--- config.mk ---
export PLATFORM = sky130hd
export DESIGN_NAME = issue_ctl
export DESIGN_NICKNAME = d
export VERILOG_FILES = /design/src/rtl/issue_pkg.sv /design/src/rtl/issue_count.sv /design/src/rtl/issue_seq.sv /design/src/rtl/issue_board.sv /design/src/rtl/issue_ctl.sv
export SDC_FILE = /design/constraint.sdc
export NUM_CORES = 1
export LEC_CHECK = 0
export BUFFER_PORTS_ARGS = -buffer_cell sky130_fd_sc_hd__buf_2
export CORE_MARGIN = 4
export CORE_UTILIZATION = 30
export DETAILED_ROUTE_END_ITERATION = 8
export GPL_TIMING_DRIVEN = 0
export PLACE_DENSITY = 0.47
export SLEW_MARGIN = 10
export SYNTH_ARGS = -nofsm -noshare
export SYNTH_HDL_FRONTEND = slang
export SYNTH_SLANG_ARGS = --single-unit
--- constraint.sdc ---
create_clock -name clk -period 4.1 [get_ports clk]
set_input_delay 0.82 -clock clk [delete_from_list [all_inputs] [get_ports clk]]
set_output_delay 0.82 -clock clk [all_outputs]
set_load 0.03 [all_outputs]
--- src/rtl/issue_pkg.sv ---
`timescale 1ns/1ps
package issue_pkg;
  typedef enum logic [1:0] {
    SQ_FREE  = 2'd0,
    SQ_DRAIN = 2'd1,
    SQ_ALONE = 2'd2
  } seq_t;
endpackage

--- src/rtl/issue_count.sv ---
`timescale 1ns/1ps
module issue_count #(
  parameter int DEPTH = 2,
  parameter int CNT_W = $clog2(DEPTH + 1)
) (
  input  logic             clk,
  input  logic             rst,
  input  logic             done,
  input  logic             take,
  output logic [CNT_W-1:0] cnt_q,
  output logic             done_ok,
  output logic [CNT_W-1:0] eff,
  output logic             eff_zero,
  output logic             full
);
  localparam logic [CNT_W-1:0] CAP = CNT_W'(DEPTH);

  // a completion with nothing in flight is dropped
  assign done_ok  = done && (cnt_q != '0);
  assign eff      = cnt_q - CNT_W'(done_ok);
  assign eff_zero = (eff == '0);
  assign full     = (eff == CAP);

  always_ff @(posedge clk) begin
    if (rst) begin
      cnt_q <= '0;
    end else begin
      cnt_q <= eff + CNT_W'(take);
    end
  end
endmodule

--- src/rtl/issue_seq.sv ---
`timescale 1ns/1ps
module issue_seq
  import issue_pkg::*;
(
  input  logic clk,
  input  logic rst,
  input  logic req,
  input  logic solo,
  input  logic eff_zero,
  output logic allow,
  output seq_t st_q
);
  seq_t st_d;

  always_comb begin
    allow = 1'b0;
    st_d  = st_q;
    unique case (st_q)
      SQ_FREE: begin
        allow = !(solo && !eff_zero);
        if (req && solo) begin
          st_d = eff_zero ? SQ_ALONE : SQ_DRAIN;
        end
      end
      SQ_DRAIN: begin
        allow = eff_zero;
        if (eff_zero) begin
          st_d = SQ_ALONE;
        end
      end
      SQ_ALONE: begin
        // a new single-pipe request must restart from the free state
        allow = eff_zero && !solo;
        if (eff_zero) begin
          st_d = SQ_FREE;
        end
      end
      default: begin
        allow = 1'b0;
        st_d  = SQ_FREE;
      end
    endcase
  end

  always_ff @(posedge clk) begin
    if (rst) begin
      st_q <= SQ_FREE;
    end else begin
      st_q <= st_d;
    end
  end
endmodule

--- src/rtl/issue_board.sv ---
`timescale 1ns/1ps
module issue_board #(
  parameter int DEPTH  = 2,
  parameter int IDX_W  = 5,
  parameter int NUM_RD = 3,
  parameter int CNT_W  = $clog2(DEPTH + 1)
) (
  input  logic                         clk,
  input  logic                         rst,
  input  logic [CNT_W-1:0]             cnt_q,
  input  logic                         pop,
  input  logic                         push,
  input  logic [CNT_W-1:0]             slot_in,
  input  logic                         wr_en,
  input  logic [IDX_W-1:0]             wr_idx,
  input  logic                         cr_wr,
  input  logic [NUM_RD-1:0]            rd_en,
  input  logic [NUM_RD-1:0][IDX_W-1:0] rd_idx,
  input  logic                         cr_rd,
  output logic                         hazard
);
  // slot 0 holds the oldest in-flight instruction
  logic [DEPTH-1:0]            g_v;
  logic [DEPTH-1:0]            c_v;
  logic [DEPTH-1:0][IDX_W-1:0] g_idx;
  logic [DEPTH-1:0]            live;
  logic [DEPTH-1:0]            g_hit;

  for (genvar s = 0; s < DEPTH; s++) begin : g_slot
    logic [NUM_RD-1:0] same;
    logic              nx_g;
    logic              nx_c;
    logic [IDX_W-1:0]  nx_idx;

    assign live[s] = (CNT_W'(s) < cnt_q) && !(pop && (s == 0));

    for (genvar p = 0; p < NUM_RD; p++) begin : g_port
      assign same[p] = rd_en[p] && (rd_idx[p] == g_idx[s]);
    end
    assign g_hit[s] = live[s] && g_v[s] && (|same);

    if (s == DEPTH - 1) begin : g_top
      assign nx_g   = pop ? 1'b0 : g_v[s];
      assign nx_c   = pop ? 1'b0 : c_v[s];
      assign nx_idx = pop ? '0 : g_idx[s];
    end else begin : g_mid
      assign nx_g   = pop ? g_v[s+1]   : g_v[s];
      assign nx_c   = pop ? c_v[s+1]   : c_v[s];
      assign nx_idx = pop ? g_idx[s+1] : g_idx[s];
    end

    always_ff @(posedge clk) begin
      if (rst) begin
        g_v[s]   <= 1'b0;
        c_v[s]   <= 1'b0;
        g_idx[s] <= '0;
      end else if (push && (slot_in == CNT_W'(s))) begin
        g_v[s]   <= wr_en;
        c_v[s]   <= cr_wr;
        g_idx[s] <= wr_idx;
      end else begin
        g_v[s]   <= nx_g;
        c_v[s]   <= nx_c;
        g_idx[s] <= nx_idx;
      end
    end
  end

  assign hazard = (|g_hit) || (cr_rd && (|(live & c_v)));
endmodule

--- src/rtl/issue_ctl.sv ---
`timescale 1ns/1ps
module issue_ctl
  import issue_pkg::*;
#(
  parameter int DEPTH = 2,
  parameter int IDX_W = 5
) (
  input  logic             clk,
  input  logic             rst,
  input  logic             in_valid,
  input  logic             flush,
  input  logic             done,
  input  logic             solo,
  input  logic             stop_req,
  input  logic             rd_a_en,
  input  logic [IDX_W-1:0] rd_a_idx,
  input  logic             rd_b_en,
  input  logic [IDX_W-1:0] rd_b_idx,
  input  logic             rd_c_en,
  input  logic [IDX_W-1:0] rd_c_idx,
  input  logic             wr_en,
  input  logic [IDX_W-1:0] wr_idx,
  input  logic             cr_rd,
  input  logic             cr_wr,
  output logic             issue_ok,
  output logic             stall,
  output logic             stopped
);
  localparam int NUM_RD = 3;
  localparam int CNT_W  = $clog2(DEPTH + 1);

  logic [CNT_W-1:0] cnt_q;
  logic [CNT_W-1:0] eff;
  logic             done_ok;
  logic             eff_zero;
  logic             full;
  logic             allow;
  logic             hazard;
  logic             halt_q;
  logic             stopped_q;
  logic             live_in;
  logic             mark;
  logic             req;
  logic             go;
  seq_t             st_q;

  assign live_in = in_valid && !flush && !rst;
  assign mark    = live_in && stop_req;
  assign req     = live_in && !mark && !halt_q && !stopped_q;
  assign go      = req && allow && !hazard && !full;

  issue_count #(.DEPTH(DEPTH), .CNT_W(CNT_W)) u_count (
    .clk(clk), .rst(rst), .done(done), .take(go),
    .cnt_q(cnt_q), .done_ok(done_ok), .eff(eff),
    .eff_zero(eff_zero), .full(full)
  );

  issue_seq u_seq (
    .clk(clk), .rst(rst), .req(req), .solo(solo),
    .eff_zero(eff_zero), .allow(allow), .st_q(st_q)
  );

  issue_board #(.DEPTH(DEPTH), .IDX_W(IDX_W), .NUM_RD(NUM_RD), .CNT_W(CNT_W)) u_board (
    .clk(clk), .rst(rst), .cnt_q(cnt_q), .pop(done_ok), .push(go),
    .slot_in(eff), .wr_en(wr_en), .wr_idx(wr_idx), .cr_wr(cr_wr),
    .rd_en({rd_c_en, rd_b_en, rd_a_en}),
    .rd_idx({rd_c_idx, rd_b_idx, rd_a_idx}),
    .cr_rd(cr_rd), .hazard(hazard)
  );

  always_ff @(posedge clk) begin
    if (rst) begin
      halt_q    <= 1'b0;
      stopped_q <= 1'b0;
    end else begin
      if (mark) begin
        halt_q <= 1'b1;
      end
      if ((halt_q || mark) && eff_zero) begin
        stopped_q <= 1'b1;
      end
    end
  end

  assign issue_ok = go;
  assign stall    = live_in && !go;
  assign stopped  = stopped_q;
endmodule

Yosys cells after proc, flatten, opt, wreduce, memory -nomap -nowiden
Cells that the tools add are included.
{"block": "word_totals", "word_cells": 98, "ff_bits": 20, "inputBits": 33, "out_inout_bits": 3}
{"block": "classes", "n_bitwise": 1, "order_cmp": 2, "n_eq_ne": 13, "n_reduce_logical": 53, "n_mux": 17, "add_sub_neg": 2}
{"cell": "== test 5 bit", "count": 6}
{"cell": "logical AND 1 bit", "count": 29}
{"cell": "two-way mux 5 bit", "count": 4}
{"cell": "logical NOT 1 bit", "count": 12}
{"cell": "two-way mux 2 bit", "count": 4}
{"cell": "two-way mux 1 bit", "count": 7}
{"cell": "one-hot mux 2 bit (3 select lines)", "count": 1}
{"cell": "nonzero test 2 bit", "count": 3}
{"cell": "OR reduction 3 bit", "count": 2}
{"cell": "== test 2 x 1 -> 1 bit (second input constant)", "count": 2}
{"cell": "== test 2 bit (second input constant)", "count": 2}
{"cell": "logical NOT 2 bit", "count": 2}
{"cell": "less-than comparator 1 x 2 -> 1 bit (first input constant)", "count": 2}
{"cell": "!= test 2 bit (second input constant)", "count": 2}
{"cell": "OR reduction 2 bit", "count": 2}
{"cell": "one-hot mux 1 bit (3 select lines)", "count": 1}
{"cell": "AND reduction 3 bit", "count": 1}
{"cell": "adder 2 x 1 -> 2 bit", "count": 1}
{"cell": "bitwise AND 2 bit", "count": 1}
{"cell": "logical OR 1 bit", "count": 2}
{"cell": "!= test 2 x 1 -> 1 bit (second input constant)", "count": 1}
{"cell": "subtractor 2 x 1 -> 2 bit", "count": 1}

Longest topological paths before layout
{"block": "logic_depth", "depth_word": 13, "ltp_mapped": 12, "ltp_nobuf": 9}

Modules after synthesis
A second synthesis with hierarchy kept.
{"block": "unflattened", "hier_cells": 169, "area_unflattened_um2": 1375.1}
{"mod": "issue_board", "instances": 1, "cells_each": 130, "area_each_um2": 1039.7}
{"mod": "issue_count", "instances": 1, "cells_each": 14, "area_each_um2": 122.6}
{"mod": "issue_ctl", "instances": 1, "cells_each": 15, "area_each_um2": 121.4}
{"mod": "issue_seq", "instances": 1, "cells_each": 10, "area_each_um2": 91.3}

Worst setup path after synthesis
Ideal clock, no wire load.
{"block": "synth_timing", "path_type": "input -> output", "startpoint": "input port done", "endpoint": "output port stall", "arrival_time_ns": 3.369, "cell_stages": 10, "required_ns": 3.280, "slack_ns": -0.089, "path_buffers": 1, "path_cell_list": "o21ai_0 > inv_1 > ha_1 > or4b_1 > o211ai_1 > o41ai_1 > or4_1 > buf_2 > nor2_1 > nor2_1"}
{"block": "synth_between", "elab_chain_len": 12, "elab_cells_between_ends": 25, "cone_classes": "1 x add/sub; 1 x eq/ne; 1 x mux; 1 x bitwise; 21 x reduce/logical"}
{"element": "start, declared", "line": "issue_ctl.sv:12", "source": "input logic done,"}
{"element": "logical AND 1 bit (*)", "line": "issue_count.sv:19", "source": "assign done_ok = done && (cnt_q != '0);"}
{"element": "subtractor 2 x 1 -> 2 bit or logical NOT 1 bit (tied branches)", "line": "issue_count.sv:20, issue_board.sv:35"}
{"element": "logical NOT 2 bit or logical AND 1 bit (tied branches)", "line": "issue_count.sv:21, issue_board.sv:35"}
{"element": "logical NOT 1 bit, or another cell as far along", "line": "issue_seq.sv:20", "source": "allow = !(solo && !eff_zero);"}
{"element": "logical AND 1 bit, or another cell as far along", "line": "issue_seq.sv:20"}
{"element": "logical NOT 1 bit, or another cell as far along", "line": "issue_seq.sv:20"}
{"element": "one-hot mux 1 bit (3 select lines) or logical OR 1 bit (tied branches)", "line": "issue_seq.sv:18, issue_board.sv:69"}
{"element": "logical AND 1 bit or logical NOT 1 bit (tied branches)", "line": "issue_ctl.sv:50", "source": "assign go = req && allow && !hazard && !full;"}
{"element": "logical AND 1 bit", "line": "issue_ctl.sv:50"}
{"element": "logical AND 1 bit (*)", "line": "issue_ctl.sv:50"}
{"element": "via issue_ok", "line": "issue_ctl.sv:25", "source": "output logic issue_ok,"}
{"element": "logical NOT 1 bit (*)", "line": "issue_ctl.sv:86", "source": "assign stall = live_in && !go;"}
{"element": "logical AND 1 bit (*)", "line": "issue_ctl.sv:86"}
{"element": "end, declared", "line": "issue_ctl.sv:26", "source": "output logic stall,"}
The timed path passes the listed nets; every way through them passes the cells marked *.

Worst setup path after layout
{"block": "layout_timing", "startpoint": "input port done", "endpoint": "output port stall"}
{"block": "layout_between", "elab_chain_len": 12, "elab_cells_between_ends": 25, "cone_classes": "1 x add/sub; 1 x eq/ne; 1 x mux; 1 x bitwise; 21 x reduce/logical"}
{"element": "logical AND 1 bit (*)", "line": "issue_count.sv:19"}
{"element": "subtractor 2 x 1 -> 2 bit or logical NOT 1 bit (tied branches)", "line": "issue_count.sv:20, issue_board.sv:35"}
{"element": "logical NOT 2 bit or logical AND 1 bit (tied branches)", "line": "issue_count.sv:21, issue_board.sv:35"}
{"element": "logical NOT 1 bit, or another cell as far along", "line": "issue_seq.sv:20"}
{"element": "logical AND 1 bit, or another cell as far along", "line": "issue_seq.sv:20"}
{"element": "logical NOT 1 bit, or another cell as far along", "line": "issue_seq.sv:20"}
{"element": "one-hot mux 1 bit (3 select lines) or logical OR 1 bit (tied branches)", "line": "issue_seq.sv:18, issue_board.sv:69"}
{"element": "logical AND 1 bit or logical NOT 1 bit (tied branches)", "line": "issue_ctl.sv:50"}
{"element": "logical AND 1 bit", "line": "issue_ctl.sv:50"}
{"element": "logical AND 1 bit (*)", "line": "issue_ctl.sv:50"}
{"element": "logical NOT 1 bit (*)", "line": "issue_ctl.sv:86"}
{"element": "logical AND 1 bit (*)", "line": "issue_ctl.sv:86"}
Every way passes the cells marked *; elsewhere a longest branch is shown, timed or not.

==> impl_metrics.env <==
export IMPL_result_of_the_run="finished clean"
export IMPL_grt_max_degree=12
export IMPL_cts_tree="yes"
export IMPL_avgSynthCellArea_sq_um=8.77
export IMPL_synth_top_area_cell="sky130_fd_sc_hd__dfxtp_1"
export IMPL_routabilityCongestion=0.822
export IMPL_reg2reg_setup_slack_ns=0.76
export IMPL_htree_levels=1
export IMPL_synth_yosys_warnings=0
export IMPL_post_route_cells_drive_above_1_share_pct=29.4
export IMPL_cts_setup_buffers=0
export IMPL_groute_usage_overall_pct=13.1
export IMPL_finalSetupViolations=0
export IMPL_num_antenna_cells=0
export IMPL_worst_ep_required_time_ns=3.28
export IMPL_worst_r2r_endpoint="u_board.c_v[0]"
export IMPL_start_util_pct=31.6
export IMPL_share_comb_of_total_power_pct=43.2
export IMPL_timing_critical_path_from_type="primary input"
export IMPL_design_power_total_w=0.000673
export IMPL_grt_pass1_vias=1282
export IMPL_core_sq_mm=0.00441
export IMPL_routed_via_count=1259
export IMPL_synthToLayoutAreaGrowth_pct=21.5
export IMPL_hold_depth=2
export IMPL_mapped_cells=159
export IMPL_final_setup_worst_slack_ns=0.134
export IMPL_type_of_the_most_critical_hold_path="register to register"
export IMPL_place_port_buffers=34
export IMPL_min_delay_start="u_board.c_v[1]"
export IMPL_routed_wire_length_per_instance_um=14.9
export IMPL_drt_iter0_drc=96
export IMPL_netlist_cell_type_count=36
export IMPL_total_leakage_power_nw=0.657
export IMPL_dp_final_hpwl_um=3050
export IMPL_clkPwrFrac_pct=22.4
export IMPL_worstPathArrival_ns=3.15
export IMPL_power_density_mw_per_mm2=397
export IMPL_syn_area_sq_mm=0.00139
export IMPL_netSwitchingFraction_pct=36.9
export IMPL_worst_slew_pin_transition_ns=0.605
export IMPL_routed_via_density=5.06
export IMPL_final_net_count=232
export IMPL_synth_fa_ha_area_share_pct=0.898
export IMPL_timing_critical_path_fanout_max=8
export IMPL_synth_ff_latch_count=20
export IMPL_worstSetupEndpointType="output port"
export IMPL_synth_yosys_seq_area_share_pct=28.7
export IMPL_n_fill_cell=454
export IMPL_antenna_violations_before_repair=0
export IMPL_internal_cell_power_w=0.000425
export IMPL_clock_sinks=20
export IMPL_synth_compound_area_share_pct=7.09
export IMPL_hold_slack_ns=0.501
export IMPL_fraction_of_post_synthesis_cell_area_in_the_top_cell_type_by_area_pct=28.7
export IMPL_synth_top_cells_by_area="sky130_fd_sc_hd__dfxtp_1, sky130_fd_sc_hd__xnor2_1, sky130_fd_sc_hd__mux2i_1"
export IMPL_max_slew_margin_pct=59.4
export IMPL_total_switching_power_w=0.000248
export IMPL_yosys_area_share_simple_pct=22.3
export IMPL_timing_critical_path_slowest_cell_delay_ns=0.44
export IMPL_final_min_clock_period_ns=3.97
export IMPL_synth_xor_area_share_pct=19.5
export IMPL_cts_buffer_depth=2
export IMPL_worst_clock_skew_ns=0.00197
export IMPL_floorplan_die_height_um=76.2
export IMPL_clkLatencyLatePin_ns=0.26
export IMPL_timing_max_transition_violations_final=0
export IMPL_ioPinCount=36
export IMPL_min_delay_worst_endpoint="u_board.c_v[1]"
export IMPL_pre_cts_slack_ns=-0.0507
export IMPL_holdBufCountCts=0
export IMPL_final_period_utilization_pct=96.7
export IMPL_synthesis_nets=193
export IMPL_cts_buffers=3
export IMPL_rsz_0062_raised_after_global_routing="no"
export IMPL_final_wl_um=3720
export IMPL_grt_pass1_wl_um=6270
export IMPL_maxCapViolations=0
export IMPL_r2r_start="u_count.cnt_q[1]"
export IMPL_path_clk_slew_ns=0.07
export IMPL_ff2ff_path_depth=12
export IMPL_die_width_um=76.2
export IMPL_cp_common_cell="sky130_fd_sc_hd__buf_2"
export IMPL_fin_setup_tns_ns=0
export IMPL_crit_chain="buf_2 -> o21ai_2 -> inv_2 -> ha_2 -> or4b_1 -> o211ai_1 -> o41ai_1 -> or4_1 -> buf_2 -> nor2_2 -> nor2_1 -> buf_2"
export IMPL_worst_ir_drop_vdd_mv=0.142
export IMPL_final_util_pct=38.4
export IMPL_globalRoute_totalOverflow=0
export IMPL_drt_pass1_iter_count=4
export IMPL_slowest_cell_on_crit_path="sky130_fd_sc_hd__or4b_1"
export IMPL_maxClockFrequency_ghz=0.252
export IMPL_sequential_power_share_pct=34.4
export IMPL_final_antenna_net_count=0
export IMPL_worstSetupPathType="primary input to output port"
export IMPL_synth_mux_area_fraction_pct=16.2
export IMPL_floorplan_die_area_sq_mm=0.00580
export IMPL_rows=24
export IMPL_largest_family_of_logic_cells_by_synthesized_area="simple AND/OR/NAND/NOR gates"
export IMPL_report_final_hold_viol_count=0
export IMPL_post_route_drc_count=0
export IMPL_cts_root_buffer_cell="sky130_fd_sc_hd__clkbuf_8"
-- per-stage QoR --
| step | cell area, sq um | instances |
|---|---|---|
| after global placement | 1630 | 245 |
| final | 1690 | 249 |
| after floorplan | 1400 | 159 |
| after detailed placement | 1630 | 245 |
| after CTS | 1690 | 249 |
| after global routing | 1690 | 249 |
-- worst max-delay path by stage --
stage | from | end
detailed placement | done | issue_ok
floorplan | done | stall
global placement | done | issue_ok
finish | done | stall
CTS | done | issue_ok
global route | done | stall
-- synthesized netlist by cell type --
master	count
sky130_fd_sc_hd__ha_1	1
sky130_fd_sc_hd__nand2b_1	1
sky130_fd_sc_hd__or4b_1	1
sky130_fd_sc_hd__o41ai_1	2
sky130_fd_sc_hd__o21ba_2	1
sky130_fd_sc_hd__nand2_1	16
sky130_fd_sc_hd__nand4_1	5
sky130_fd_sc_hd__a31oi_1	1
sky130_fd_sc_hd__buf_2	2
sky130_fd_sc_hd__mux2_2	5
sky130_fd_sc_hd__or4_1	4
sky130_fd_sc_hd__mux2i_1	14
sky130_fd_sc_hd__inv_1	4
sky130_fd_sc_hd__clkbuf_1	7
sky130_fd_sc_hd__dfxtp_1	20
sky130_fd_sc_hd__o21ai_0	1
sky130_fd_sc_hd__mux2_4	2
sky130_fd_sc_hd__nor2b_1	2
sky130_fd_sc_hd__nor2_1	7
sky130_fd_sc_hd__xnor2_1	26
sky130_fd_sc_hd__a21oi_1	3
sky130_fd_sc_hd__or3_1	1
sky130_fd_sc_hd__nor3_1	3
sky130_fd_sc_hd__or2_2	1
sky130_fd_sc_hd__o22ai_1	1
sky130_fd_sc_hd__a22o_1	1
sky130_fd_sc_hd__nor4_4	1
sky130_fd_sc_hd__or3b_4	1
sky130_fd_sc_hd__o31ai_1	2
sky130_fd_sc_hd__xor2_1	5
sky130_fd_sc_hd__nor2_2	1
sky130_fd_sc_hd__nand3_1	11
sky130_fd_sc_hd__buf_6	2
sky130_fd_sc_hd__o211ai_1	1
sky130_fd_sc_hd__a22oi_1	1
sky130_fd_sc_hd__nor4_1	2
-- flip-flops by register name (all words and copies together) (netlist names) --
register / count
u_board.g_v: 2
u_board.g_idx: 10
stopped: 1
u_board.c_v: 2
halt_q: 1
u_seq.st_q: 2
u_count.cnt_q: 2
-- worst max-delay path, delay by kind of cell --
family / cells / cell delay, ns
AOI/OAI and AO/OA: 3 / 0.30
buffers and inverters: 4 / 0.55
adders and majority gates: 1 / 0.41
and+or+nand+nor: 4 / 1.06
-- routing by layer --
layer	track usage [%]	vias up	wire [um]	part of all wire, %
met2	19.9	30	1680	45
met5	0	-	0	0
met4	4.37	0	55	1.5
met3	2.60	6	176	4.7
li1	-	635	-	-
met1	18.4	588	1800	48
-- placed cells by master, fill, tap and decap left out, drive strengths merged --
cell	instances
nor3	3
mux2i	14
ha	1
nand4	5
o21ai	1
a31oi	1
a21oi	3
a22o	1
clkbuf	11
o21ba	1
dfxtp	20
nor2	8
o22ai	1
or3b	1
nor2b	2
mux2	7
or2	1
nand2	16
xor2	5
o211ai	1
inv	4
nand3	11
or4b	1
o41ai	2
o31ai	2
or4	4
xnor2	26
nand2b	1
or3	1
nor4	3
buf	38
a22oi	1
-- what timing repair did --
item / in CTS / in global routing
gates resized for setup: 2 / 2
hold endpoints to repair: 0 / 0
pin swaps: 0 / 0
setup endpoints to repair: 2 / 2
-- power by group through the flow --
stage               Combinational (W)  Sequential (W)  Clock [W]
floorplan                    0.000202        0.000237          0
global placement             0.000280        0.000234          0
detailed placement           0.000282        0.000235          0
CTS                          0.000287        0.000231   0.000156
global route                 0.000321        0.000234   0.000166
finish                       0.000290        0.000231   0.000151
-- cell type report --
class / count / area (sq um) / share of cell area [%]
tap: 52 / 65.1 / 3.84
timing repair buffer: 34 / 170 / 10.1
multi-input combinational: 124 / 928 / 54.8
buffer: 11 / 58.8 / 3.47
sequential: 20 / 400 / 23.7
inverter: 4 / 15.0 / 0.887
clock buffer: 4 / 55.1 / 3.25
-- kinds of logic after synthesis --
group | Yosys count
multiplexers | 21
flip-flops | 20
AND/OR/NAND/NOR | 57
XOR/XNOR | 31
buffers and inverters | 15
AO/OA/AOI/OAI | 14
adder cells (fa/ha/maj) | 1
No activity file was read; power rests on OpenSTA's default activity.
